--- config.mk ---
export PLATFORM = sky130hd
export DESIGN_NAME = frint_seq
export DESIGN_NICKNAME = d
export VERILOG_FILES = /design/src/rtl/frint_pkg.sv /design/src/rtl/frint_tick.sv /design/src/rtl/frint_flags.sv /design/src/rtl/frint_fsm.sv /design/src/rtl/frint_seq.sv
export SDC_FILE = /design/constraint.sdc
export NUM_CORES = 1
export LEC_CHECK = 0
export BUFFER_PORTS_ARGS = -buffer_cell sky130_fd_sc_hd__buf_2
export CAP_MARGIN = 30
export CORE_ASPECT_RATIO = 0.7
export CORE_MARGIN = 1.5
export CORE_UTILIZATION = 50
export CTS_CLUSTER_SIZE = 12
export DETAILED_ROUTE_END_ITERATION = 6
export PLACE_DENSITY = 0.74
export SETUP_SLACK_MARGIN = 0.05
export SYNTH_ARGS = -nofsm -noshare
export SYNTH_HDL_FRONTEND = slang
export SYNTH_HIERARCHICAL = 1
export SYNTH_SLANG_ARGS = --single-unit
--- constraint.sdc ---
create_clock -name clk -period 5.9 [get_ports clk]
set_clock_uncertainty 0.2 [all_clocks]
set_input_delay 1.18 -clock clk [delete_from_list [all_inputs] [get_ports clk]]
set_output_delay 1.18 -clock clk [all_outputs]
set_load 0.05 [all_outputs]
--- src/rtl/frint_pkg.sv ---
package frint_pkg;
  localparam int unsigned ADDR_W = 16;
  localparam int unsigned DATA_W = 8;
  localparam int unsigned MASK_BIT = 4;
  localparam logic [DATA_W-1:0] MASK_ONLY = DATA_W'(1) << MASK_BIT;

  typedef enum logic [3:0] {
    ST_RUN,
    ST_HALT,
    ST_E_PCH,
    ST_E_PCL,
    ST_E_FLG,
    ST_E_VLO,
    ST_E_VHI,
    ST_R_FLG,
    ST_R_PCL,
    ST_R_PCH
  } seq_state_e;
endpackage

--- src/rtl/frint_tick.sv ---
module frint_tick #(
  parameter int unsigned LIMIT = 133333
) (
  input  logic clk,
  input  logic rst_n,
  input  logic adv_i,
  output logic tick_o
);
  localparam int unsigned CW = (LIMIT > 2) ? $clog2(LIMIT) : 1;
  localparam logic [CW-1:0] LAST = CW'(LIMIT - 1);

  logic [CW-1:0] cnt_q, cnt_d;
  logic          at_last;

  assign at_last = (cnt_q == LAST);
  assign tick_o  = adv_i && at_last;

  always_comb begin
    cnt_d = cnt_q;
    if (adv_i) begin
      if (at_last) cnt_d = '0;
      else         cnt_d = cnt_q + CW'(1);
    end
  end

  always_ff @(posedge clk or negedge rst_n) begin
    if (!rst_n)     cnt_q <= '0;
    else if (adv_i) cnt_q <= cnt_d;
  end
endmodule

--- src/rtl/frint_flags.sv ---
module frint_flags
  import frint_pkg::*;
(
  input  logic              clk,
  input  logic              rst_n,
  input  logic              ret_ok_i,
  input  logic              cif_i,
  input  logic              sif_i,
  input  logic              alu_we_i,
  input  logic [DATA_W-1:0] alu_flags_i,
  input  logic              ent_clr_i,
  input  logic              rest_ld_i,
  input  logic [DATA_W-1:0] rest_data_i,
  input  logic              rest_done_i,
  output logic [DATA_W-1:0] flags_o,
  output logic              mask_next_o,
  output logic              in_hdl_o
);
  logic [DATA_W-1:0] flg_q, flg_d;
  logic              hdl_q, hdl_d;
  logic              flg_en, hdl_en;

  // mask value once the retiring instruction has taken effect
  always_comb begin
    if (sif_i)               mask_next_o = 1'b1;
    else if (cif_i && !hdl_q) mask_next_o = 1'b0;
    else                     mask_next_o = flg_q[MASK_BIT];
  end

  always_comb begin
    flg_d  = flg_q;
    flg_en = 1'b0;
    if (ent_clr_i) begin
      flg_d  = MASK_ONLY;
      flg_en = 1'b1;
    end else if (rest_ld_i) begin
      flg_d  = rest_data_i;
      flg_en = 1'b1;
    end else if (ret_ok_i) begin
      if (alu_we_i) flg_d = alu_flags_i;
      flg_d[MASK_BIT] = mask_next_o;
      flg_en = 1'b1;
    end
  end

  always_comb begin
    hdl_d  = hdl_q;
    hdl_en = ent_clr_i || rest_done_i;
    if (ent_clr_i)        hdl_d = 1'b1;
    else if (rest_done_i) hdl_d = 1'b0;
  end

  always_ff @(posedge clk or negedge rst_n) begin
    if (!rst_n)      flg_q <= MASK_ONLY;
    else if (flg_en) flg_q <= flg_d;
  end

  always_ff @(posedge clk or negedge rst_n) begin
    if (!rst_n)      hdl_q <= 1'b0;
    else if (hdl_en) hdl_q <= hdl_d;
  end

  assign flags_o  = flg_q;
  assign in_hdl_o = hdl_q;
endmodule

--- src/rtl/frint_fsm.sv ---
module frint_fsm
  import frint_pkg::*;
#(
  parameter logic [ADDR_W-1:0] VEC_ADDR = 16'hff00
) (
  input  logic              clk,
  input  logic              rst_n,
  input  logic              retire_i,
  input  logic              halt_i,
  input  logic              iret_i,
  input  logic [ADDR_W-1:0] pc_next_i,
  input  logic [ADDR_W-1:0] sp_i,
  input  logic              mask_next_i,
  input  logic              mask_i,
  input  logic [DATA_W-1:0] flags_i,
  input  logic              tick_i,
  input  logic [DATA_W-1:0] mem_rdata_i,
  output logic              adv_o,
  output logic              ret_ok_o,
  output logic              stall_o,
  output logic              mem_req_o,
  output logic              mem_we_o,
  output logic [ADDR_W-1:0] mem_addr_o,
  output logic [DATA_W-1:0] mem_wdata_o,
  output logic              pc_load_o,
  output logic [ADDR_W-1:0] pc_o,
  output logic              sp_we_o,
  output logic [ADDR_W-1:0] sp_o,
  output logic              ent_clr_o,
  output logic              rest_ld_o,
  output logic              rest_done_o,
  output logic              frame_req_o
);
  localparam logic [ADDR_W-1:0] OFS1 = ADDR_W'(1);
  localparam logic [ADDR_W-1:0] OFS2 = ADDR_W'(2);
  localparam logic [ADDR_W-1:0] OFS3 = ADDR_W'(3);
  localparam logic [ADDR_W-1:0] VEC_HI = VEC_ADDR + OFS1;

  seq_state_e        st_q, st_d;
  logic [ADDR_W-1:0] ret_pc_q, ret_pc_d;
  logic [ADDR_W-1:0] base_q, base_d;
  logic [DATA_W-1:0] lo_q;
  logic              pend_q, pend_d, pend_after;
  logic              ctx_en, lo_en;

  assign ret_ok_o   = retire_i && (st_q == ST_RUN);
  assign adv_o      = ret_ok_o || (st_q == ST_HALT);
  assign pend_after = pend_q || tick_i;

  // next-state decision at the instruction boundary
  always_comb begin
    st_d     = st_q;
    pend_d   = pend_after;
    ret_pc_d = ret_pc_q;
    base_d   = base_q;
    ctx_en   = 1'b0;
    unique case (st_q)
      ST_RUN: begin
        if (ret_ok_o) begin
          if (iret_i) begin
            st_d   = ST_R_FLG;
            base_d = sp_i;
            ctx_en = 1'b1;
          end else if (pend_after && !mask_next_i) begin
            st_d     = ST_E_PCH;
            pend_d   = 1'b0;
            ret_pc_d = pc_next_i;
            base_d   = sp_i;
            ctx_en   = 1'b1;
          end else if (halt_i) begin
            st_d     = ST_HALT;
            ret_pc_d = pc_next_i;
            base_d   = sp_i;
            ctx_en   = 1'b1;
          end
        end
      end
      ST_HALT: begin
        if (pend_after && !mask_i) begin
          st_d   = ST_E_PCH;
          pend_d = 1'b0;
        end
      end
      ST_E_PCH: st_d = ST_E_PCL;
      ST_E_PCL: st_d = ST_E_FLG;
      ST_E_FLG: st_d = ST_E_VLO;
      ST_E_VLO: st_d = ST_E_VHI;
      ST_E_VHI: st_d = ST_RUN;
      ST_R_FLG: st_d = ST_R_PCL;
      ST_R_PCL: st_d = ST_R_PCH;
      ST_R_PCH: st_d = ST_RUN;
      default:  st_d = ST_RUN;
    endcase
  end

  // memory beat per state
  always_comb begin
    mem_req_o   = 1'b1;
    mem_we_o    = 1'b0;
    mem_addr_o  = base_q;
    mem_wdata_o = '0;
    unique case (st_q)
      ST_E_PCH: begin
        mem_we_o    = 1'b1;
        mem_addr_o  = base_q - OFS1;
        mem_wdata_o = ret_pc_q[ADDR_W-1:DATA_W];
      end
      ST_E_PCL: begin
        mem_we_o    = 1'b1;
        mem_addr_o  = base_q - OFS2;
        mem_wdata_o = ret_pc_q[DATA_W-1:0];
      end
      ST_E_FLG: begin
        mem_we_o    = 1'b1;
        mem_addr_o  = base_q - OFS3;
        mem_wdata_o = flags_i;
      end
      ST_E_VLO: mem_addr_o = VEC_ADDR;
      ST_E_VHI: mem_addr_o = VEC_HI;
      ST_R_FLG: mem_addr_o = base_q;
      ST_R_PCL: mem_addr_o = base_q + OFS1;
      ST_R_PCH: mem_addr_o = base_q + OFS2;
      default:  mem_req_o  = 1'b0;
    endcase
  end

  assign lo_en       = (st_q == ST_E_VLO) || (st_q == ST_R_PCL);
  assign stall_o     = (st_q != ST_RUN);
  assign pc_load_o   = (st_q == ST_E_VHI) || (st_q == ST_R_PCH);
  assign pc_o        = {mem_rdata_i, lo_q};
  assign sp_we_o     = pc_load_o;
  assign sp_o        = (st_q == ST_E_VHI) ? (base_q - OFS3) : (base_q + OFS3);
  assign ent_clr_o   = (st_q == ST_E_FLG);
  assign rest_ld_o   = (st_q == ST_R_FLG);
  assign rest_done_o = (st_q == ST_R_PCH);
  assign frame_req_o = pend_q;

  always_ff @(posedge clk or negedge rst_n) begin
    if (!rst_n) begin
      st_q   <= ST_RUN;
      pend_q <= 1'b0;
    end else begin
      st_q   <= st_d;
      pend_q <= pend_d;
    end
  end

  always_ff @(posedge clk or negedge rst_n) begin
    if (!rst_n) begin
      ret_pc_q <= '0;
      base_q   <= '0;
    end else if (ctx_en) begin
      ret_pc_q <= ret_pc_d;
      base_q   <= base_d;
    end
  end

  always_ff @(posedge clk or negedge rst_n) begin
    if (!rst_n)     lo_q <= '0;
    else if (lo_en) lo_q <= mem_rdata_i;
  end
endmodule

--- src/rtl/frint_seq.sv ---
module frint_seq
  import frint_pkg::*;
#(
  parameter int unsigned       FRAME_INSNS = 133333,
  parameter logic [ADDR_W-1:0] VEC_ADDR    = 16'hff00
) (
  input  logic              clk,
  input  logic              rst_n,
  input  logic              retire_i,
  input  logic              halt_i,
  input  logic              iret_i,
  input  logic              cif_i,
  input  logic              sif_i,
  input  logic [ADDR_W-1:0] pc_next_i,
  input  logic [ADDR_W-1:0] sp_i,
  input  logic              alu_flags_we_i,
  input  logic [DATA_W-1:0] alu_flags_i,
  output logic              stall_o,
  output logic              mem_req_o,
  output logic              mem_we_o,
  output logic [ADDR_W-1:0] mem_addr_o,
  output logic [DATA_W-1:0] mem_wdata_o,
  input  logic [DATA_W-1:0] mem_rdata_i,
  output logic              pc_load_o,
  output logic [ADDR_W-1:0] pc_o,
  output logic              sp_we_o,
  output logic [ADDR_W-1:0] sp_o,
  output logic [DATA_W-1:0] flags_o,
  output logic              frame_req_o
);
  logic [1:0] rsync_q;
  logic       rst_sync_n;
  logic       adv, tick, ret_ok, mask_next, in_hdl;
  logic       ent_clr, rest_ld, rest_done;

  always_ff @(posedge clk or negedge rst_n) begin
    if (!rst_n) rsync_q <= 2'b00;
    else        rsync_q <= {rsync_q[0], 1'b1};
  end
  assign rst_sync_n = rsync_q[1];

  frint_tick #(.LIMIT(FRAME_INSNS)) u_tick (
    .clk    (clk),
    .rst_n  (rst_sync_n),
    .adv_i  (adv),
    .tick_o (tick)
  );

  frint_flags u_flags (
    .clk         (clk),
    .rst_n       (rst_sync_n),
    .ret_ok_i    (ret_ok),
    .cif_i       (cif_i),
    .sif_i       (sif_i),
    .alu_we_i    (alu_flags_we_i),
    .alu_flags_i (alu_flags_i),
    .ent_clr_i   (ent_clr),
    .rest_ld_i   (rest_ld),
    .rest_data_i (mem_rdata_i),
    .rest_done_i (rest_done),
    .flags_o     (flags_o),
    .mask_next_o (mask_next),
    .in_hdl_o    (in_hdl)
  );

  frint_fsm #(.VEC_ADDR(VEC_ADDR)) u_fsm (
    .clk         (clk),
    .rst_n       (rst_sync_n),
    .retire_i    (retire_i),
    .halt_i      (halt_i),
    .iret_i      (iret_i),
    .pc_next_i   (pc_next_i),
    .sp_i        (sp_i),
    .mask_next_i (mask_next),
    .mask_i      (flags_o[MASK_BIT]),
    .flags_i     (flags_o),
    .tick_i      (tick),
    .mem_rdata_i (mem_rdata_i),
    .adv_o       (adv),
    .ret_ok_o    (ret_ok),
    .stall_o     (stall_o),
    .mem_req_o   (mem_req_o),
    .mem_we_o    (mem_we_o),
    .mem_addr_o  (mem_addr_o),
    .mem_wdata_o (mem_wdata_o),
    .pc_load_o   (pc_load_o),
    .pc_o        (pc_o),
    .sp_we_o     (sp_we_o),
    .sp_o        (sp_o),
    .ent_clr_o   (ent_clr),
    .rest_ld_o   (rest_ld),
    .rest_done_o (rest_done),
    .frame_req_o (frame_req_o)
  );
endmodule

# Word-level counts from Yosys, hierarchy flattened
# Index checks and enable logic that the tools add are counted.
word_totals:
  reg_bits: 74
  input_bits: 56
op_classes:
  addsub: 7
  n_eq_ne: 13
  n_mux: 38
  n_bitwise: 1
  n_reduce_logical: 28
ops:
  columns: ["operator", "count"]
  rows:
  - ["one-hot mux 16 bit (7 select lines)", 1]
  - ["two-way mux 16 bit", 6]
  - ["adder 16 x 2 -> 16 bit (second input constant)", 2]
  - ["two-way mux 8 bit", 4]
  - ["one-hot mux 4 bit (8 select lines)", 1]
  - ["subtractor 16 x 2 -> 16 bit (second input constant)", 2]
  - ["one-hot mux 8 bit (3 select lines)", 1]
  - ["two-way mux 4 bit", 5]
  - ["adder 18 x 1 -> 18 bit (second input constant)", 1]
  - ["== test 18 bit (second input constant)", 1]
  - ["two-way mux 1 bit", 18]
  - ["two-way mux 18 bit", 1]
  - ["adder 16 x 1 -> 16 bit (second input constant)", 1]
  - ["== test 4 x 3 -> 1 bit (second input constant)", 4]
  - ["subtractor 16 x 1 -> 16 bit (second input constant)", 1]
  - ["nonzero test 3 bit", 3]
  - ["== test 4 x 2 -> 1 bit (second input constant)", 2]
  - ["== test 4 bit (second input constant)", 2]
  - ["OR reduction 8 bit", 1]
  - ["AND reduction 3 bit", 2]
  - ["logical AND 1 bit", 5]
  - ["logical OR 1 bit", 5]
  - ["AND reduction 5 bit", 1]
  - ["== test 4 x 1 -> 1 bit (second input constant)", 1]
  - ["12 further kinds", 16]

# Depth between registers and ports, before layout
logic_depth:
  ltp_word: 11
  depth_mapped: 13
  depth_no_buf: 12

# Cells and area by module
# The synthesis kept the hierarchy.
modules_own_cells:
  columns: ["mod", "instances", "cells_per_inst", "area_per_inst_um2", "seq_area_each_um2"]
  rows:
  - ["frint_fsm", 1, 543, 4620.7, 1126.1]
  - ["frint_tick", 1, 96, 949.7, 450.4]
  - ["frint_flags", 1, 50, 580.6, 226.5]
  - ["frint_seq", 1, 3, 53.8, 50.0]

# Worst setup path before layout
# OpenSTA, ideal clock, no wires.
synth_path:
  path_type: "reg2out"
  start: "reg u_fsm.st_q[2]"
  end: "out mem_addr_o[9]"
  arrival_time_ps: 3703
  required_time_ps: 4520
  path_slack_ps: 817
  stages_incl_launch_ff: 13
  cell_sequence: "dfrtp_1 -> buf_2 -> clkbuf_1 -> nor2_1 -> nand2_1 -> ha_1 -> a21o_1 -> a21oi_1 -> o21ai_1 -> a21boi_0 -> nand2b_1 -> a21oi_1 -> o21ai_0"
synth_via:
  elab_chain_cells: 2
  word_cells_on_any_way: 8
  cone_classes: "eq/ne: 7; mux: 1"
synth_lines:
  columns: ["element", "line_no", "text"]
  rows:
  - ["start: declaration", "frint_fsm.sv:39", "seq_state_e st_q, st_d;"]
  - ["start signal: assignment", "frint_fsm.sv:143", "st_q <= st_d;"]
  - ["== test 4 bit (tied with other cells)", "frint_fsm.sv:102", "unique case (st_q)"]
  - ["one-hot mux 16 bit (7 select lines) *", "frint_fsm.sv:102", null]
  - ["end: declaration", "frint_seq.sv:21", "output logic [ADDR_W-1:0] mem_addr_o,"]
# Mark *: on every way between the ends. The rest lies on a longest branch, timed or not.

# Final worst setup path
layout_path:
  start: "reg u_fsm.st_q[3]"
  end: "out mem_addr_o[13]"
# The elaborated chain is that of the path after synthesis.

==> metrics.yaml <==
power:
  power_density_nw_per_um2: 161
  vdd_drop_max_mv: 0.146
  leakage_nw: 3.58
logic_synthesis:
  netlist_area_um2: 6200
  synth-edff-count: 0
  synthDistinctLibCells: 87
  muxShareOfSynthArea: 0.0807
  synth.avg_cell_area_um2: 8.97
  synth_fp_nets: 785
  ys_async_sr_fraction: 1.00
  synth_compound_gate_area_share: 0.202
  yosys.area_share.simple: 0.191
  ys_seq_area_frac: 0.299
  yosysWarnings: 6
  synthCells: 692
  synth-adder-area-share: 0.0770
  synth_top_family_by_area: "compound AO/OA/AOI/OAI gates"
  synth-main-ff-cell: "dfrtp_1"
  synth-seq-cells: 74
  synthXorXnorAreaFrac: 0.0819
clock_network:
  cts.clk_slew.worst_paths_ns: 0.06
  cts.repair.resized: 0
  cts_tree: "yes"
  cts_hold_buffers: 0
  cts_buffer_depth: 2
  h-tree-depth: 3
  ctsRootBufferMaster: "clkbuf_16"
  clkSinkCount: 74
  cts_made_buffers: 9
  cts_setup_buffers: 0
  clock_latency_ns: 0.34
grt:
  grt_pass1_vias: 5432
  antenna_found_initial: 0
  grt-ovfl-total: 0
  grt_pass1_wl_um: 27300
  track_usage: 0.266
  grt_max_degree: 48
layout:
  nFillCells: 1035
  area_delta_synth_final_pct: 15.1
  finalNetCount: 880
  layout_commonest_cell: "buf_2"
  layout_common_cells: "124 x buf_2, 70 x dfrtp_1, 57 x nor2_1, 43 x a21oi_1, 40 x mux2_2"
  antennaDiodeCount: 0
  drive_above_1_share: 0.282
run_status:
  outcome: "finished, final reports clean"
placed_design:
  gp_congestion: 0.901
  dp_hpwl_um: 12900
  numPortBuffers: 124
floorplan:
  die_w_um: 136
  die_area_um2: 13100
  start_util: 0.522
  core.rowCount: 33
  io_pins: 126
  core_um2: 11900
  dieHeight_um: 96.2
worst_setup_path:
  ff2ff_setup_slack_ns: 1.90
  cp_num_cells: 11
  worstPathCellList: "clkinvlp_4, or4_4, fa_1, a21o_1, a21oi_1, o21ai_0, nor3_2, nand2_1, a31o_1, o32a_2, buf_2"
  end_kind: "primary output"
  reg2reg_to: "u_fsm/ret_pc_q[5]$_DFFE_PN0P_"
  cp-start-kind: "flop"
  worstPathArrival_ns: 4.23
  worstPathMaxFanout: 17
  critPathSlowestCell: "or4_4"
  crit_buf_inv: 2
  r2r_start: "u_fsm/st_q[2]$_DFFE_PN0P_"
  crit_required_ns: 4.52
  critPathKind: "flop to primary output"
  slowest_delay_ns: 0.73
  rr_worst_depth: 10
  critical_path.top_delay_family: "compound AO/OA/AOI/OAI gates"
sta:
  maxSlewHeadroom: 0.289
  post-route-period-util: 0.952
  timing.hold.ws_ns: 0.0523
  min_period_ns: 5.61
  finalHoldViolCount: 0
  tightest_slew_ns: 1.07
  finalSetupTns_ns: 0
  rsz0062_at_grt: "false"
  setup_viol: 0
  maxSlewViolCount: 0
  fmax_mhz: 178
drt:
  drt_pass1_iterations: 6
  via_per_inst: 6.12
  drtIter0Drc: 566
  avgRoutedWirePerCell_um: 18.1
  wl_um: 17100
  antenna_violating_nets_post_route: 0
  drc: 0
  vias: 5804
worst_hold_path:
  hp-class: "flop to asynchronous set/reset pin"
flow_run:
  drv_cap: 0
-- metrics by stage --
stage | cells | setup WS [ns] | power, mW | cell area, µm² | utilization
4_1_cts | 949 | 0.128 | 1.16 | 7130 | 0.600
5_1_grt | 949 | 0.0696 | 1.19 | 7140 | 0.600
6_report | 949 | 0.285 | 1.15 | 7140 | 0.600
2_1_floorplan | 692 | 0.817 | 0.545 | 6200 | -
3_5_place_dp | 933 | 0.580 | 0.567 | 6810 | 0.573
3_3_place_gp | 933 | 0.606 | 0.566 | 6810 | 0.573
-- worst max-delay path by stage --
stage                         startpoint        endpoint  slack, ns
4_1_cts        u_fsm/st_q[3]$_DFFE_PN0P_  mem_addr_o[13]       0.13
2_1_floorplan  u_fsm/st_q[2]$_DFFE_PN0P_   mem_addr_o[9]       0.82
3_3_place_gp   u_fsm/st_q[3]$_DFFE_PN0P_  mem_addr_o[13]       0.61
6_report       u_fsm/st_q[3]$_DFFE_PN0P_  mem_addr_o[13]       0.29
5_1_grt        u_fsm/st_q[3]$_DFFE_PN0P_  mem_addr_o[13]       0.07
3_5_place_dp   u_fsm/st_q[3]$_DFFE_PN0P_  mem_addr_o[13]       0.58
-- cell usage after synthesis (all sizes together) (6+ instances only) --
master | instances | area share
nor3 | 20 | 0.018
clkbuf | 22 | 0.015
nand3 | 27 | 0.023
inv | 34 | 0.021
a221oi | 6 | 0.0085
nand4 | 12 | 0.013
a21oi | 44 | 0.036
a31oi | 6 | 0.0061
mux2 | 40 | 0.073
a211oi | 11 | 0.014
buf | 27 | 0.030
nor2b | 6 | 0.0061
a21o | 12 | 0.015
a2111oi | 9 | 0.020
xor2 | 23 | 0.032
nand2b | 8 | 0.0081
o21ai | 34 | 0.028
dfrtp | 73 | 0.29
a222oi | 10 | 0.016
nor4 | 8 | 0.011
xnor2 | 35 | 0.049
nor2 | 57 | 0.034
and3 | 6 | 0.0061
nand2 | 37 | 0.022
ha | 35 | 0.071
-- final cells by class --
type / instances / area [µm²] / area share
tap: 157 / 196 / 0.0275
clock buffer: 12 / 246 / 0.0345
multi-input combinational: 532 / 3930 / 0.551
clock inverter: 4 / 76.3 / 0.0107
inverter: 37 / 144 / 0.0202
sequential: 74 / 1860 / 0.260
timing repair buffer: 133 / 688 / 0.0964
-- cells by family (layout without fill, tap and decap cells) --
group,after synthesis,in the layout
compound gates,177,177
xor+xnor,58,58
mux,45,45
fa+ha+maj,37,37
flops,74,74
buf+inv,86,186
other cells,1,1
simple gates,214,214
-- worst register-to-register path, delay by kind of cell (launching register included) --
family / cells / cell delay, ns
DFF: 1 / 0.50
buffers and inverters: 2 / 0.33
AOI/OAI and AO/OA: 1 / 0.43
muxes: 1 / 0.42
and+or+nand+nor: 6 / 2.00
-- sequential cells by signal (all words and copies together) (netlist names) --
| register | count |
|---|---|
| u_fsm/frame_req_o | 1 |
| u_tick/cnt_q | 18 |
| u_flags/in_hdl_o | 1 |
| rsync_q | 2 |
| u_fsm/st_q | 4 |
| u_fsm/lo_q | 8 |
| u_flags/flags_o | 8 |
| u_fsm/base_q | 16 |
| u_fsm/ret_pc_q | 16 |
-- report_power, final --
part | switching [mW] | internal (mW) | leakage [nW]
combinational | 0.0284 | 0.0171 | 2.43
clock | 0.211 | 0.383 | 0.153
sequential | 0.00330 | 0.508 | 0.998
-- per-layer routing --
metal / GRT usage / vias to the layer above / part of all wire
li1: - / 2739 / -
met1: 0.375 / 2761 / 0.46
met2: 0.417 / 273 / 0.44
met3: 0.0585 / 31 / 0.085
met4: 0.0638 / 0 / 0.014
met5: 0 / - / 0
No activity file was read; power rests on OpenSTA's default activity.
